**src/rtl/rfs_pkg.sv**
```systemverilog
package rfs_pkg;
    localparam int REG_W_DEF  = 32;
    localparam int IVAL_W_DEF = 12;
    localparam int RCNT_W_DEF = 4;

    typedef enum logic [1:0] {
        PICK_NONE = 2'd0,
        PICK_REF  = 2'd1,
        PICK_ACC  = 2'd2
    } pick_e;
endpackage

```
**src/rtl/rfs_cfg_reg.sv**
```systemverilog
module rfs_cfg_reg #(
    parameter int REG_W  = rfs_pkg::REG_W_DEF,
    parameter int IVAL_W = rfs_pkg::IVAL_W_DEF,
    parameter int RCNT_W = rfs_pkg::RCNT_W_DEF
) (
    input  logic              clk,
    input  logic              rst_n,
    input  logic              wr_en_i,
    input  logic [REG_W-1:0]  wr_data_i,
    input  logic              ref_fin_i,
    output logic              run_o,
    output logic [RCNT_W-1:0] rcnt_o,
    output logic [IVAL_W-1:0] ival_next_o,
    output logic [REG_W-1:0]  rd_data_o
);
    localparam int RUN_POS = IVAL_W + RCNT_W;

    typedef struct packed {
        logic              run;
        logic              stopping;
        logic [RCNT_W-1:0] rcnt;
        logic [IVAL_W-1:0] ival;
    } cfg_t;

    cfg_t cfg_d, cfg_q;

    always_comb begin
        cfg_d = cfg_q;
        if (cfg_q.stopping && ref_fin_i) begin
            cfg_d.run      = 1'b0;
            cfg_d.stopping = 1'b0;
        end
        if (wr_en_i) begin
            cfg_d.rcnt = wr_data_i[RUN_POS-1:IVAL_W];
            cfg_d.ival = wr_data_i[IVAL_W-1:0];
            if (wr_data_i[RUN_POS]) begin
                cfg_d.run      = 1'b1;
                cfg_d.stopping = 1'b0;
            end else if (cfg_d.run) begin
                cfg_d.stopping = 1'b1;
            end
        end
    end

    always_ff @(posedge clk or negedge rst_n) begin
        if (!rst_n) cfg_q <= '0;
        else        cfg_q <= cfg_d;
    end

    always_comb begin
        rd_data_o              = '0;
        rd_data_o[RUN_POS:0]   = {cfg_q.run, cfg_q.rcnt, cfg_q.ival};
    end

    assign run_o       = cfg_q.run;
    assign rcnt_o      = cfg_q.rcnt;
    assign ival_next_o = cfg_d.ival;

    // the run bit only drops on an acknowledged refresh
    p_deferred_off_r6: assert property (@(posedge clk) disable iff (!rst_n)
        $fell(cfg_q.run) |-> $past(ref_fin_i));
endmodule

```
**src/rtl/rfs_ival_timer.sv**
```systemverilog
module rfs_ival_timer #(
    parameter int IVAL_W = rfs_pkg::IVAL_W_DEF
) (
    input  logic              clk,
    input  logic              rst_n,
    input  logic              run_i,
    input  logic              load_i,
    input  logic [IVAL_W-1:0] load_val_i,
    output logic              tick_o
);
    logic [IVAL_W-1:0] cnt_d, cnt_q;

    always_comb begin
        if (!run_i || load_i || cnt_q == '0) cnt_d = load_val_i;
        else                                 cnt_d = cnt_q - 1'b1;
    end

    always_ff @(posedge clk or negedge rst_n) begin
        if (!rst_n) cnt_q <= '0;
        else        cnt_q <= cnt_d;
    end

    assign tick_o = run_i && (cnt_q == '0);
endmodule

```
**src/rtl/rfs_arbiter.sv**
```systemverilog
module rfs_arbiter (
    input  logic clk,
    input  logic rst_n,
    input  logic run_i,
    input  logic tick_i,
    input  logic acc_req_i,
    input  logic acc_busy_i,
    input  logic ref_done_i,
    output logic ref_req_o,
    output logic ref_fin_o,
    output logic acc_gnt_o
);
    import rfs_pkg::*;

    typedef struct packed {
        logic pend;
        logic req;
    } arb_t;

    arb_t  arb_d, arb_q;
    pick_e pick;
    logic  want;

    always_comb begin
        want = run_i && (arb_q.pend || tick_i);
        pick = PICK_NONE;
        if (!arb_q.req && !acc_busy_i) begin
            if (want)           pick = PICK_REF;
            else if (acc_req_i) pick = PICK_ACC;
        end
        arb_d      = arb_q;
        if (arb_q.req && ref_done_i) arb_d.req = 1'b0;
        if (pick == PICK_REF)        arb_d.req = 1'b1;
        arb_d.pend = want && (pick != PICK_REF);
    end

    always_ff @(posedge clk or negedge rst_n) begin
        if (!rst_n) arb_q <= '0;
        else        arb_q <= arb_d;
    end

    assign ref_req_o = arb_q.req;
    assign ref_fin_o = arb_q.req && ref_done_i;
    assign acc_gnt_o = (pick == PICK_ACC);

    // a request only starts while running
    p_no_req_when_off_r3: assert property (@(posedge clk) disable iff (!rst_n)
        $rose(arb_q.req) |-> $past(run_i));
    // a request never starts out of a busy cycle
    p_wait_busy_r7: assert property (@(posedge clk) disable iff (!rst_n)
        $rose(arb_q.req) |-> !$past(acc_busy_i));
    // request held until acknowledged
    p_hold_until_done_r10: assert property (@(posedge clk) disable iff (!rst_n)
        (arb_q.req && !ref_done_i) |=> arb_q.req);
    // a granted access is never in the same cycle as a refresh launch
    p_tie_exclusive_r8: assert property (@(posedge clk) disable iff (!rst_n)
        acc_gnt_o |=> !$rose(arb_q.req));
endmodule

```
**src/rtl/refresh_sched.sv**
```systemverilog
module refresh_sched #(
    parameter int REG_W  = rfs_pkg::REG_W_DEF,
    parameter int IVAL_W = rfs_pkg::IVAL_W_DEF,
    parameter int RCNT_W = rfs_pkg::RCNT_W_DEF
) (
    input  logic              clk,
    input  logic              rst_n,
    input  logic              reg_we,
    input  logic [REG_W-1:0]  reg_wdata,
    output logic [REG_W-1:0]  reg_rdata,
    input  logic              acc_req,
    input  logic              acc_busy,
    output logic              acc_gnt,
    output logic              ref_req,
    input  logic              ref_done,
    output logic [RCNT_W-1:0] ref_count
);
    logic              run;
    logic              tick;
    logic              ref_fin;
    logic [IVAL_W-1:0] ival_next;

    rfs_cfg_reg #(.REG_W(REG_W), .IVAL_W(IVAL_W), .RCNT_W(RCNT_W)) u_cfg (
        .clk         (clk),
        .rst_n       (rst_n),
        .wr_en_i     (reg_we),
        .wr_data_i   (reg_wdata),
        .ref_fin_i   (ref_fin),
        .run_o       (run),
        .rcnt_o      (ref_count),
        .ival_next_o (ival_next),
        .rd_data_o   (reg_rdata)
    );

    rfs_ival_timer #(.IVAL_W(IVAL_W)) u_timer (
        .clk        (clk),
        .rst_n      (rst_n),
        .run_i      (run),
        .load_i     (reg_we),
        .load_val_i (ival_next),
        .tick_o     (tick)
    );

    rfs_arbiter u_arb (
        .clk        (clk),
        .rst_n      (rst_n),
        .run_i      (run),
        .tick_i     (tick),
        .acc_req_i  (acc_req),
        .acc_busy_i (acc_busy),
        .ref_done_i (ref_done),
        .ref_req_o  (ref_req),
        .ref_fin_o  (ref_fin),
        .acc_gnt_o  (acc_gnt)
    );
endmodule

```
**config.mk**
```make
export PLATFORM = sky130hd
export DESIGN_NAME = refresh_sched
export DESIGN_NICKNAME = d
export VERILOG_FILES = /design/src/rtl/rfs_pkg.sv /design/src/rtl/rfs_cfg_reg.sv /design/src/rtl/rfs_ival_timer.sv /design/src/rtl/rfs_arbiter.sv /design/src/rtl/refresh_sched.sv
export SDC_FILE = /design/constraint.sdc
export NUM_CORES = 1
export LEC_CHECK = 0
export CAP_MARGIN = 5
export CORE_MARGIN = 3
export CORE_UTILIZATION = 35
export DETAILED_ROUTE_END_ITERATION = 16
export PLACE_DENSITY = 0.68
export SLEW_MARGIN = 20
export SYNTH_ARGS = -nofsm -noshare
export SYNTH_HDL_FRONTEND = slang
export SYNTH_SLANG_ARGS = --single-unit
export TNS_END_PERCENT = 5
```
**constraint.sdc**
```tcl
create_clock -name clk -period 2.19 [get_ports clk]
set_input_delay 0.657 -clock clk [delete_from_list [all_inputs] [get_ports clk]]
set_output_delay 0.657 -clock clk [all_outputs]
set_load 0.005 [all_outputs]
```
==> results of run 1 <==
## repair_timing
item                                    CTS  global route
pin swaps                                 3             1
gates resized for setup                  13             0
buffers inserted                          1             2
endpoints found under the setup margin    1             1
## synthesized netlist by cell type, types with 2 or more instances
| cell type | instances | area share |
|---|---|---|
| sky130_fd_sc_hd__nor2_1 | 5 | 0.011 |
| sky130_fd_sc_hd__mux2_2 | 24 | 0.16 |
| sky130_fd_sc_hd__a21oi_1 | 3 | 0.0086 |
| sky130_fd_sc_hd__o31ai_1 | 3 | 0.013 |
| sky130_fd_sc_hd__buf_2 | 2 | 0.0058 |
| sky130_fd_sc_hd__ha_1 | 2 | 0.014 |
| sky130_fd_sc_hd__inv_1 | 2 | 0.0043 |
| sky130_fd_sc_hd__a41oi_1 | 2 | 0.010 |
| sky130_fd_sc_hd__and3_1 | 2 | 0.0072 |
| sky130_fd_sc_hd__nand3_1 | 3 | 0.0086 |
| sky130_fd_sc_hd__dfrtp_1 | 32 | 0.46 |
| sky130_fd_sc_hd__xnor2_1 | 4 | 0.020 |
| sky130_fd_sc_hd__buf_4 | 36 | 0.16 |
| sky130_fd_sc_hd__xor2_1 | 4 | 0.020 |
| sky130_fd_sc_hd__nand2_1 | 5 | 0.011 |
## worst min path at each step
| stage | from | endpoint | slack (ns) | cells after the start |
|---|---|---|---|---|
| after floorplan | rst_n | u_arb.arb_q[1] | 0.36 | 0 |
| after global placement | u_cfg.cfg_q[16] | u_cfg.cfg_q[16] | 0.47 | 1 |
| after detailed placement | u_cfg.cfg_q[16] | u_cfg.cfg_q[16] | 0.50 | 1 |
| after CTS | u_cfg.cfg_q[16] | u_cfg.cfg_q[16] | 0.52 | 1 |
| after global routing | u_cfg.rd_data_o[4] | u_cfg.rd_data_o[4] | 0.55 | 1 |
| final | u_cfg.cfg_q[16] | u_cfg.cfg_q[16] | 0.52 | 1 |
## layout make-up
class                   count  area (um^2)
clock buffers               6         72.6
fillers                   411         2210
inverters                   2         7.51
clock inverters             2         35.0
multi-input cells          89          732
repair buffers             69          626
flip-flops and latches     32          801
well taps                  65         81.3
## metal layers
layer  GRT usage  vias to the layer above  part of all wire
li1            -                      562                 -
met1       0.138                      567              0.39
met2       0.248                       35              0.54
met3      0.0378                        6             0.050
met4      0.0670                        0             0.018
met5           0                        -                 0
## metrics by stage
stage	area, um^2	utilization	setup WS (ns)	hold slack [ns]	power (mW)
after detailed placement	2190	0.481	-0.349	0.503	1.17
final	2350	0.516	-0.0948	0.519	1.75
after global routing	2350	0.516	-0.199	0.547	1.85
after CTS	2340	0.513	-0.110	0.518	1.76
after global placement	2190	0.481	-0.316	0.469	1.15
after floorplan	1790	-	0.133	0.361	0.982
## cell families (layout without fill, tap and decap cells)
group,after synthesis,count (layout),share of synthesized area
XOR/XNOR,8,8,0.0404
buffers and inverters,41,79,0.168
other,1,15,0.00216
AO/OA/AOI/OAI,13,13,0.0526
flip-flops,32,32,0.461
AND/OR/NAND/NOR,26,26,0.0988
multiplexers,25,25,0.162
adder cells (fa/ha/maj),2,2,0.0144
## sequential cells by signal, summed over array words and instances, names as in the netlist
| register | count |
|---|---|
| u_cfg.rd_data_o | 12 |
| u_arb.ref_req_o | 1 |
| u_arb.arb_q | 1 |
| u_timer.cnt_q | 12 |
| u_cfg.run_o | 1 |
| u_cfg.rcnt_o | 4 |
| u_cfg.cfg_q | 1 |
## worst register-to-register path, stage by stage, from the launching register on
cell                      delay, ns
sky130_fd_sc_hd__dfrtp_1       0.40
sky130_fd_sc_hd__inv_2         0.08
sky130_fd_sc_hd__buf_4         0.10
sky130_fd_sc_hd__buf_4         0.09
sky130_fd_sc_hd__buf_4         0.10
sky130_fd_sc_hd__ha_1          0.17
sky130_fd_sc_hd__nor3b_1       0.23
sky130_fd_sc_hd__buf_4         0.17
sky130_fd_sc_hd__nand3_1       0.10
sky130_fd_sc_hd__xnor2_1       0.13
sky130_fd_sc_hd__mux2_2        0.26
## where the power goes
group / internal (mW) / total, mW / switching, mW
Clock: 0.337 / 0.553 / 0.215
Sequential: 0.670 / 0.733 / 0.0630
Combinational: 0.289 / 0.469 / 0.179
==> impl_metrics.sql, run 1 <==
INSERT INTO impl_metrics (metric_group, metric, value, unit) VALUES
('global_routing', 'pin_count_of_the_biggest_net_entering_global_routing', '33', ''),
('flow_run', 'maxCapViolCount', '0', ''),
('synth', 'synthDistinctLibCells', '34', ''),
('synth', 'synth.avg_cell_area', '11.7', 'um^2'),
('clocking', 'clock_latency_on_the_worst_skew_pair', '0.29', 'ns'),
('synth', 'netlist_instances', '148', ''),
('critical_path', 'criticalPathCategory', 'flip-flop to output pin', ''),
('synth', 'synthFlopType', 'sky130_fd_sc_hd__dfrtp_1', ''),
('route', 'dr_total_vias', '1170', ''),
('critical_path', 'crit_path_cell_trace', 'inv_2, ha_4, nor4b_4, and3_4, o21ai_2, and3_1, buf_2', ''),
('floorplan', 'io_pins', '76', ''),
('power_and_ir_drop', 'power_leakage', '1.00', 'nW'),
('clocking', 'num_clock_sinks', '32', ''),
('critical_path', 'worstSetupEndpoint', 'acc_gnt', ''),
('route', 'wire_per_inst', '13.8', 'um'),
('synth', 'seq_area_frac_synth', '0.461', ''),
('route', 'routed_via_density', '4.42', ''),
('floorplan', 'die_x', '76.4', 'um'),
('clocking', 'clock_path_buffers', '2', ''),
('clocking', 'clock_tree.root_cell', 'sky130_fd_sc_hd__clkbuf_8', ''),
('synth', 'synth_area', '1740', 'um^2'),
('final_layout', 'finalNetCount', '239', ''),
('critical_path', 'timing.rr.end', 'u_timer.cnt_q[10]', ''),
('route', 'totalWireLength', '3670', 'um'),
('global_routing', 'grt_pass1_vias', '1290', ''),
('final_layout', 'drive_gt1_frac', '0.335', ''),
('global_routing', 'global_route.usage.total', '0.134', ''),
('critical_path', 'worstPathRequired', '1.53', 'ns'),
('sta', 'report.final.setup_viol', '1', ''),
('floorplan', 'placeableCoreArea', '4560', 'um^2'),
('status', 'failing_checks', 'setup timing', ''),
('sta', 'layout_setup_ws', '-0.0948', 'ns'),
('placement', 'place.detailed.instances', '254', ''),
('worst_hold_path', 'worst_hold_path_type', 'flip-flop to flip-flop', ''),
('final_layout', 'finish.cell_count_without_fillers', '265', ''),
('floorplan', 'die-height', '76.4', 'um'),
('clocking', 'postCtsHoldBufs', '0', ''),
('critical_path', 'worstSetupStartpoint', 'u_timer.cnt_q[1]', ''),
('global_routing', 'antenna_found_initial', '0', ''),
('final_layout', 'layout_commonest_cell', 'sky130_fd_sc_hd__clkdlybuf4s50_1', ''),
('clocking', 'worst_setup_hold_path_clk_slew', '0.08', 'ns'),
('final_layout', 'layout_common_cells', 'sky130_fd_sc_hd__clkdlybuf4s50_1, sky130_fd_sc_hd__dfrtp_1, sky130_fd_sc_hd__mux2_2, sky130_fd_sc_hd__buf_4, sky130_fd_sc_hd__conb_1', ''),
('clocking', 'cts_max_level', '2', ''),
('sta', 'worst_slew_pin_slew', '0.557', 'ns'),
('synth', 'synth.ff_latch_count', '32', ''),
('critical_path', 'worstReg2RegStart', 'u_timer.cnt_q[0]', ''),
('clocking', 'tritoncts_clock_tree', 'built', ''),
('sta', 'timing_hold_violations_final', '0', ''),
('global_routing', 'first_pass_grt_wire_length', '6120', 'um'),
('sta', 'post-route-min-period', '2.28', 'ns'),
('critical_path', 'critical_path_cell_count', '7', ''),
('sta', 'fin_worst_skew', '0.0143', 'ns'),
('placement', 'port_buffers', '45', ''),
('sta', 'timing.slew.headroom', '0.628', ''),
('critical_path', 'cell_with_the_largest_stage_delay_on_the_worst_path', 'sky130_fd_sc_hd__dfrtp_1', ''),
('sta', 'final.period_utilization', '1.04', ''),
('sta', 'achievable-frequency', '438', 'MHz'),
('power_and_ir_drop', 'peakVddDrop', '0.000387', 'V'),
('floorplan', 'initial_utilization', '0.380', ''),
('critical_path', 'crit_path_start_kind', 'flip-flop', ''),
('placement', 'place_congestion', '0.758', ''),
('global_routing', 'remaining_global_route_overflow', '0', ''),
('critical_path', 'rr_worst_depth', '10', ''),
('synth', 'asyncSetResetFlopFracSynth', '1.00', ''),
('sta', 'timing_max_transition_violations_final', '0', ''),
('floorplan', 'rows', '24', ''),
('route', 'drt_iter0_drc', '32', ''),
('sta', 'grt_setup_unrepaired', 'yes', ''),
('status', 'run_status', 'complete, but fails checks', ''),
('critical_path', 'critical_path.endpoint_type', 'output pin', ''),
('final_layout', 'insertedDiodeCount', '0', '');
Power figures use the tool's default switching activity.
==> run 2: changes to the inputs <==
--- a/config.mk
+++ b/config.mk
@@ -5,7 +5,6 @@
 export SDC_FILE = /design/constraint.sdc
 export NUM_CORES = 1
 export LEC_CHECK = 0
-export CAP_MARGIN = 5
 export CORE_MARGIN = 3
 export CORE_UTILIZATION = 35
 export DETAILED_ROUTE_END_ITERATION = 16
==> results of run 2 <==
Final layout, timing and power as in run 1 (identical DEF).
==> run 3: changes to the inputs <==
--- a/config.mk
+++ b/config.mk
@@ -9,7 +9,6 @@
 export CORE_UTILIZATION = 35
 export DETAILED_ROUTE_END_ITERATION = 16
 export PLACE_DENSITY = 0.68
-export SLEW_MARGIN = 20
 export SYNTH_ARGS = -nofsm -noshare
 export SYNTH_HDL_FRONTEND = slang
 export SYNTH_SLANG_ARGS = --single-unit
==> results of run 3 <==
Final layout, timing and power as in run 1 (identical DEF).
